==> src/rtl/rxg_pkg.sv <==
package rxg_pkg;
  localparam int unsigned CNT_W = 3;
  localparam logic [CNT_W-1:0] RANGE_LO = 3'd1;
  localparam logic [CNT_W-1:0] RANGE_HI = 3'd5;

  typedef enum logic {
    DIR_DOWN = 1'b0,
    DIR_UP   = 1'b1
  } dir_e;
endpackage

==> src/rtl/rxg_rst_sync.sv <==
module rxg_rst_sync #(
  parameter int unsigned STAGES = 2
) (
  input  logic clk_i,
  input  logic rst_ni,
  output logic rst_sync_no
);
  logic [STAGES-1:0] sync_q;
  logic [STAGES-1:0] sync_d;

  always_comb begin
    sync_d = {sync_q[STAGES-2:0], 1'b1};
  end

  always_ff @(posedge clk_i or negedge rst_ni) begin
    if (!rst_ni) begin
      sync_q <= '0;
    end else begin
      sync_q <= sync_d;
    end
  end

  assign rst_sync_no = sync_q[STAGES-1];
endmodule

==> src/rtl/rxg_counter.sv <==
module rxg_counter
  import rxg_pkg::*;
#(
  parameter int unsigned       W         = CNT_W,
  parameter logic [W-1:0]      RST_VAL   = '0
) (
  input  logic         clk_i,
  input  logic         rst_ni,
  input  logic         en_i,
  input  dir_e         dir_i,
  input  logic         load_i,
  input  logic [W-1:0] load_val_i,
  output logic [W-1:0] cnt_o
);
  localparam logic [W-1:0] STEP = 1;

  logic [W-1:0] cnt_q;
  logic [W-1:0] cnt_d;

  // Load only acts while enabled; load wins over stepping.
  always_comb begin
    cnt_d = cnt_q;
    if (en_i) begin
      if (load_i) begin
        cnt_d = load_val_i;
      end else if (dir_i == DIR_UP) begin
        cnt_d = cnt_q + STEP;
      end else begin
        cnt_d = cnt_q - STEP;
      end
    end
  end

  always_ff @(posedge clk_i or negedge rst_ni) begin
    if (!rst_ni) begin
      cnt_q <= RST_VAL;
    end else if (en_i) begin
      cnt_q <= cnt_d;
    end
  end

  assign cnt_o = cnt_q;

  // a disabled counter never moves, even with load pending
  assert_hold_when_off_R4: assert property (@(posedge clk_i) disable iff (!rst_ni)
    !en_i |=> $stable(cnt_q));

  // an enabled load takes the presented value on the next edge
  assert_load_taken_R2: assert property (@(posedge clk_i) disable iff (!rst_ni)
    (en_i && load_i) |=> (cnt_q == $past(load_val_i)));
endmodule

==> src/rtl/rxg_wrap_ctrl.sv <==
module rxg_wrap_ctrl
  import rxg_pkg::*;
#(
  parameter int unsigned  W        = CNT_W,
  parameter logic [W-1:0] WATCH    = RANGE_HI,
  parameter logic [W-1:0] RELOAD   = RANGE_LO
) (
  input  logic [W-1:0] cnt_i,
  output logic         load_o,
  output logic [W-1:0] load_val_o
);
  always_comb begin
    load_o     = (cnt_i == WATCH);
    load_val_o = RELOAD;
  end
endmodule

==> src/rtl/rxg_verdict.sv <==
module rxg_verdict
  import rxg_pkg::*;
#(
  parameter int unsigned W = CNT_W
) (
  input  logic         clk_i,
  input  logic         rst_ni,
  input  logic         halt_i,
  input  logic [W-1:0] a_i,
  input  logic [W-1:0] b_i,
  output logic         win_o,
  output logic         lose_o
);
  logic same;

  always_comb begin
    same   = (a_i == b_i);
    win_o  = halt_i & same;
    lose_o = halt_i & ~same;
  end

  // never both results at once
  assert_one_result_R8: assert property (@(posedge clk_i) disable iff (!rst_ni)
    !(win_o && lose_o));

  // while halted exactly one result shows
  assert_halt_result_R5: assert property (@(posedge clk_i) disable iff (!rst_ni)
    halt_i |-> $countones({win_o, lose_o}) == 1);
endmodule

==> src/rtl/rxg_match_core.sv <==
module rxg_match_core
  import rxg_pkg::*;
(
  input  logic             clk_i,
  input  logic             rst_ni,
  input  logic             halt_i,
  output logic [CNT_W-1:0] up_cnt_o,
  output logic [CNT_W-1:0] dn_cnt_o,
  output logic             win_o,
  output logic             lose_o
);
  localparam logic [CNT_W-1:0] SUM = RANGE_LO + RANGE_HI;

  logic             rst_sync_n;
  logic             run_en;
  logic [CNT_W-1:0] up_cnt, dn_cnt;
  logic             up_load, dn_load;
  logic [CNT_W-1:0] up_ld_val, dn_ld_val;

  rxg_rst_sync #(.STAGES(2)) u_rst_sync (
    .clk_i      (clk_i),
    .rst_ni     (rst_ni),
    .rst_sync_no(rst_sync_n)
  );

  always_comb begin
    run_en = ~halt_i;
  end

  for (genvar g = 0; g < 2; g++) begin : g_lane
    if (g == 0) begin : g_up
      rxg_wrap_ctrl #(.W(CNT_W), .WATCH(RANGE_HI), .RELOAD(RANGE_LO)) u_ctrl (
        .cnt_i(up_cnt), .load_o(up_load), .load_val_o(up_ld_val)
      );
      rxg_counter #(.W(CNT_W), .RST_VAL(RANGE_LO)) u_cnt (
        .clk_i(clk_i), .rst_ni(rst_sync_n), .en_i(run_en), .dir_i(DIR_UP),
        .load_i(up_load), .load_val_i(up_ld_val), .cnt_o(up_cnt)
      );
    end else begin : g_dn
      rxg_wrap_ctrl #(.W(CNT_W), .WATCH(RANGE_LO), .RELOAD(RANGE_HI)) u_ctrl (
        .cnt_i(dn_cnt), .load_o(dn_load), .load_val_o(dn_ld_val)
      );
      rxg_counter #(.W(CNT_W), .RST_VAL(RANGE_HI)) u_cnt (
        .clk_i(clk_i), .rst_ni(rst_sync_n), .en_i(run_en), .dir_i(DIR_DOWN),
        .load_i(dn_load), .load_val_i(dn_ld_val), .cnt_o(dn_cnt)
      );
    end
  end

  rxg_verdict #(.W(CNT_W)) u_verdict (
    .clk_i (clk_i),
    .rst_ni(rst_sync_n),
    .halt_i(halt_i),
    .a_i   (up_cnt),
    .b_i   (dn_cnt),
    .win_o (win_o),
    .lose_o(lose_o)
  );

  assign up_cnt_o = up_cnt;
  assign dn_cnt_o = dn_cnt;

  // both counts stay in range
  assert_in_range_R8: assert property (@(posedge clk_i) disable iff (!rst_sync_n)
    (up_cnt >= RANGE_LO) && (up_cnt <= RANGE_HI) &&
    (dn_cnt >= RANGE_LO) && (dn_cnt <= RANGE_HI));

  // the two counts mirror each other around the middle value
  assert_mirror_R8: assert property (@(posedge clk_i) disable iff (!rst_sync_n)
    (up_cnt + dn_cnt) == SUM);

  // rising count wraps from top to bottom while running
  assert_up_wrap_R2: assert property (@(posedge clk_i) disable iff (!rst_sync_n)
    (!halt_i && up_cnt == RANGE_HI) |=> (up_cnt == RANGE_LO));

  // falling count wraps from bottom to top while running
  assert_dn_wrap_R3: assert property (@(posedge clk_i) disable iff (!rst_sync_n)
    (!halt_i && dn_cnt == RANGE_LO) |=> (dn_cnt == RANGE_HI));

  // no result while running
  assert_quiet_run_R7: assert property (@(posedge clk_i) disable iff (!rst_sync_n)
    !halt_i |-> (!win_o && !lose_o));

  // a win only shows on equal counts
  assert_win_equal_R5: assert property (@(posedge clk_i) disable iff (!rst_sync_n)
    win_o |-> (up_cnt == dn_cnt));
endmodule

==> config.mk <==
export PLATFORM = sky130hd
export DESIGN_NAME = rxg_match_core
export DESIGN_NICKNAME = d
export VERILOG_FILES = /design/src/rtl/rxg_pkg.sv /design/src/rtl/rxg_rst_sync.sv /design/src/rtl/rxg_counter.sv /design/src/rtl/rxg_wrap_ctrl.sv /design/src/rtl/rxg_verdict.sv /design/src/rtl/rxg_match_core.sv
export SDC_FILE = /design/constraint.sdc
export NUM_CORES = 1
export LEC_CHECK = 0
export BUFFER_PORTS_ARGS = -buffer_cell sky130_fd_sc_hd__buf_2
export CAP_MARGIN = 40
export CORE_AREA = 3 3 40 42
export DETAILED_ROUTE_END_ITERATION = 10
export DIE_AREA = 0 0 43 45
export GPL_ROUTABILITY_DRIVEN = 0
export PLACE_DENSITY = 0.58
export SLEW_MARGIN = 10
export SYNTH_ARGS = -nofsm -noshare
export SYNTH_HDL_FRONTEND = slang
export SYNTH_SLANG_ARGS = --single-unit
==> constraint.sdc <==
create_clock -name clk_i -period 2.3 [get_ports clk_i]
set_input_delay 0 -clock clk_i [delete_from_list [all_inputs] [get_ports clk_i]]
set_output_delay 0 -clock clk_i [all_outputs]
set_load 0.01 [all_outputs]
Word-level counts from Yosys, hierarchy flattened
Cells that the tools add are included.
- flip-flop bits (word level): 8
- bits in latches: 0
- RAM bits: 0
- bits in read-only memories: 0
- output and inout port bits: 8
- word-level logic and storage cells: 13
- memories: 0
- add/sub/neg operators: 2
- multiply operators: 0
- div/mod/pow operators: 0
- order comparisons: 0
- equality and inequality tests: 3
- shifts and indexed selects: 0
- muxes and demuxes: 2
- bitwise gates (word level): 3
- reductions and logical operators: 0
- operator list (operator ; number):
    $mux 3 ; 2
    $add 3x1->3 const B ; 1
    $eq 3x1->1 const B ; 1
    $eq 3x3->1 ; 1
    $eq 3x3->1 const B ; 1
    $sub 3x1->3 const B ; 1
    $and 1x1->1 ; 2
    $not 1->1 ; 1

Depth between registers and ports, before layout
- depth in word-level cells: 3
- mapped depth: 4
- gate-level depth less buffers: 4

By module
Synthesis repeated with hierarchy kept, for this count alone.
- cells, all modules: 60
- area, all modules: 560.5 um2
- modules (own cells, without submodules) (module ; times used ; cells an instance ; area each (um2)):
    rxg_counter at g_lane[1].g_dn.u_cnt ; 1 ; 18 ; 185.2
    rxg_counter at g_lane[0].g_up.u_cnt ; 1 ; 18 ; 183.9
    rxg_rst_sync ; 1 ; 3 ; 53.8
    rxg_verdict ; 1 ; 6 ; 45.0
    rxg_wrap_ctrl at g_lane[1].g_dn.u_ctrl ; 1 ; 6 ; 42.5
    rxg_wrap_ctrl at g_lane[0].g_up.u_ctrl ; 1 ; 6 ; 38.8
    rxg_match_core ; 1 ; 3 ; 11.3

Least setup slack after synthesis
Ideal clock, no wire load.
- path type: register to register
- start point: register g_lane[1].g_dn.u_cnt.cnt_q[0]
- end point: register g_lane[1].g_dn.u_cnt.cnt_q[2]
- library setup time: 0.080 ns
- arrival: 1.176 ns
- required time: 2.220 ns
- setup slack: 1.044 ns
- cell stages (with the launch flop): 5
- cells stage by stage: dfstp_2 inv_1 ha_1 o21ba_1 o22a_1
- word-level cells in the longest chain between the ends: 2
- ends and longest elaborated chain (item ; RTL line ; text):
    from (decl) ; rxg_counter.sv:17 ; logic [W-1:0] cnt_q;
    from (signal assigned) ; rxg_counter.sv:38 ; cnt_q <= cnt_d;
    $sub 3x1->3 / $eq 3x1->1 (equally long branches) ; rxg_counter.sv:29, rxg_wrap_ctrl.sv:13 ;
    $mux 3 * ; rxg_counter.sv:24 ; if (load_i) begin
Mark *: on every way between the ends. The rest lies on a longest branch, timed or not.
A chain may end at the register's enable or synchronous reset.

Worst setup path after layout
- start point: register g_lane[1].g_dn.u_cnt.cnt_q[2]
- end point: output win_o
- word-level cells in the longest chain between the ends: 2
- ends and longest elaborated chain (item ; RTL line ; text):
    $eq 3x3->1 ; rxg_verdict.sv:17 ; same = (a_i == b_i);
    $and 1x1->1 ; rxg_verdict.sv:18 ; win_o = halt_i & same;
    to (decl) ; rxg_match_core.sv:9 ; output logic win_o,
No other way between the ends.

==> flow_summary.ini <==
[grt]
grt.overflow.total = 0
grt_pass1_wl_um = 1180
grt_max_degree = 9
grt_pass1_vias = 278
antenna_found_initial = 0
track_usage_pct = 8.84

[power_and_ir_drop]
ir_drop_mv = 0.466
p_leak_nw = 0.259
power.density_nw_per_um2 = 1300

[die]
die_y_um = 45
row_count = 13
ios = 11
initial_core_util_pct = 32.2
fp.dieW_um = 43
core_um2 = 1280
dieArea_um2 = 1940

[placement]
port-buffer-count = 10
post-dp-hpwl_um = 507
place_ws_ns = 1.04
placed_area_um2 = 483

[clocking]
cts_setup_buffers = 0
numCtsBuffers = 3
cts_tree = done
cts_resized = 0
clockRootBuffer = clkbuf_4
path_clk_slew_ns = 0.05
htree_num_levels = 1
max-clock-path-buffers = 2
cts.sinks = 8
insertion_delay_ns = 0.25

[run]
max-cap-violations = 0

[routing]
viasPerCell = 4.42
wl_met1_um = 314
drtIter0Drc = 1
ant_nets = 0
drt-pass1-iter-count = 2
met3WireLength_um = 61
routed-wl-met2_um = 272
vias = 287
wl_per_cell_um = 9.98
wl_um = 649
drc = 0
top_layer_used = met3

[synthesis]
yosysWarnings = 0
ys_ff_latch = 8
yosysSeqAreaShare_pct = 49.2
synthTopCellsByArea = dfrtp_1 30%, dfstp_2 19%, mux2_4 7.3%
syn_nets = 40
synth_flop_cell = dfrtp_1
synth_largest_area_cell = dfrtp_1
synth.avg_cell_area_um2 = 11.8
ys_types = 19
synth-async-reset-ratio_pct = 100
syn_area_um2 = 414
yosys.area.top_type_share_pct = 30.2
synth_edf_count = 0
synthCells = 35

[cells_and_area]
drive_above_1_share_pct = 38.0
fillers = 146
layout_commonest_cell = buf_2
syn_to_final_growth_pct = 25.4
final_area_um2 = 519
nNetsFinal = 56
layout_common_cells = 10 x buf_2, 5 x dfrtp_1
diodes = 0

[timing]
timing.final.ws_setup_ns = 1.04
period_needed_ns = 1.26
fin_worst_skew_ns = 0.0100
min_period_over_period_pct = 54.9
clock.fmax_mhz = 792
rsz0062_at_grt = no
finalSetupTns_ns = 0
setup_viol = 0
hold_violations = 0
slew_viol_final = 0

[critical_path]
start_kind = register
crit_required_ns = 2.30
critPathKind = reg2out
worstPathMaxFanout = 5
end_kind = primary output
cp.arrival_ns = 1.26

[hold_path]
holdCritPathClass = in2async

[run_status]
outcome = finished, final reports clean
-- cell type report --
| type | instances | area (um2) | area share (%) |
|---|---|---|---|
| clock buffers | 4 | 26.3 | 5.06 |
| flip-flops and latches | 8 | 204 | 39.3 |
| repair buffers | 11 | 60.1 | 11.6 |
| inverters | 3 | 11.3 | 2.17 |
| well taps | 15 | 18.8 | 3.61 |
| multi-input cells | 24 | 199 | 38.3 |
-- synth_stat cells (all sizes together), types with 2 or more instances --
master  instances
a21oi           2
dfrtp           5
dfstp           3
ha              2
inv             3
mux2            2
nand2b          2
nor2b           4
xnor2           3
-- worst paths after layout --
| path | startpoint | end | slack [ns] | cells past startpoint |
|---|---|---|---|---|
| min | rst_ni | u_rst_sync.sync_q[0] | 0.07 | 2 |
| min reg2reg | u_rst_sync.sync_q[1] | g_lane[1].g_dn.u_cnt.cnt_o[1] | 0.09 | 0 |
| max reg2reg | g_lane[1].g_dn.u_cnt.cnt_o[0] | g_lane[1].g_dn.u_cnt.cnt_o[2] | 1.04 | 4 |
| max | g_lane[1].g_dn.u_cnt.cnt_o[2] | win_o | 1.04 | 3 |
| max in group asynchronous | u_rst_sync.sync_q[1] | g_lane[1].g_dn.u_cnt.cnt_o[0] | 1.94 | 0 |
| min in group clk_i | halt_i | g_lane[1].g_dn.u_cnt.cnt_o[2] | 0.08 | 2 |
-- timing repair --
item,4_1_cts,5_1_grt
hold buffers,1,0
endpoints found under the hold margin,2,0
endpoints found under the setup margin,0,0
-- power by group --
group          switching [W]  internal [W]
combinational       0.000127      0.000165
clock              0.0000466     0.0000663
sequential         0.0000628      0.000207
-- layer usage --
metal | GRT usage (%) | vias up
li1 | - | 145
met1 | 10.9 | 133
met3 | 4.38 | 0
met4 | 9.04 | 0
met2 | 10.5 | 9
met5 | 0 | -
-- critical path, stage by stage, from the launching register on --
cell and delay (ns):
dfstp_2 0.56, xnor2_1 0.14, and4_1 0.20, buf_2 0.12
-- registers in the layout, summed over array words and instances, names as in the netlist --
signal,cells
g_lane.g_dn.u_cnt.cnt_o,3
u_rst_sync.sync_q,2
g_lane.g_up.u_cnt.cnt_o,3
-- cell families after synthesis --
group	share of synthesized area, %
AOI/OAI and AO/OA	8.46
xor gates and xnor gates	6.35
adders and majority gates	6.04
buffers and inverters	2.72
DFF	49.2
muxes	9.67
other	0.905
and+or+nand+nor	16.6
-- stage by stage --
stage	cells	util [%]	power [W]	hold slack (ns)
2_1_floorplan	35	-	0.000475	-0.296
3_3_place_gp	60	37.6	0.000565	-0.214
3_5_place_dp	60	37.6	0.000569	-0.212
4_1_cts	65	40.4	0.000689	0.0538
5_1_grt	65	40.4	0.000735	0.0617
6_report	65	40.4	0.000674	0.0660
Power figures use the tool's default switching activity.
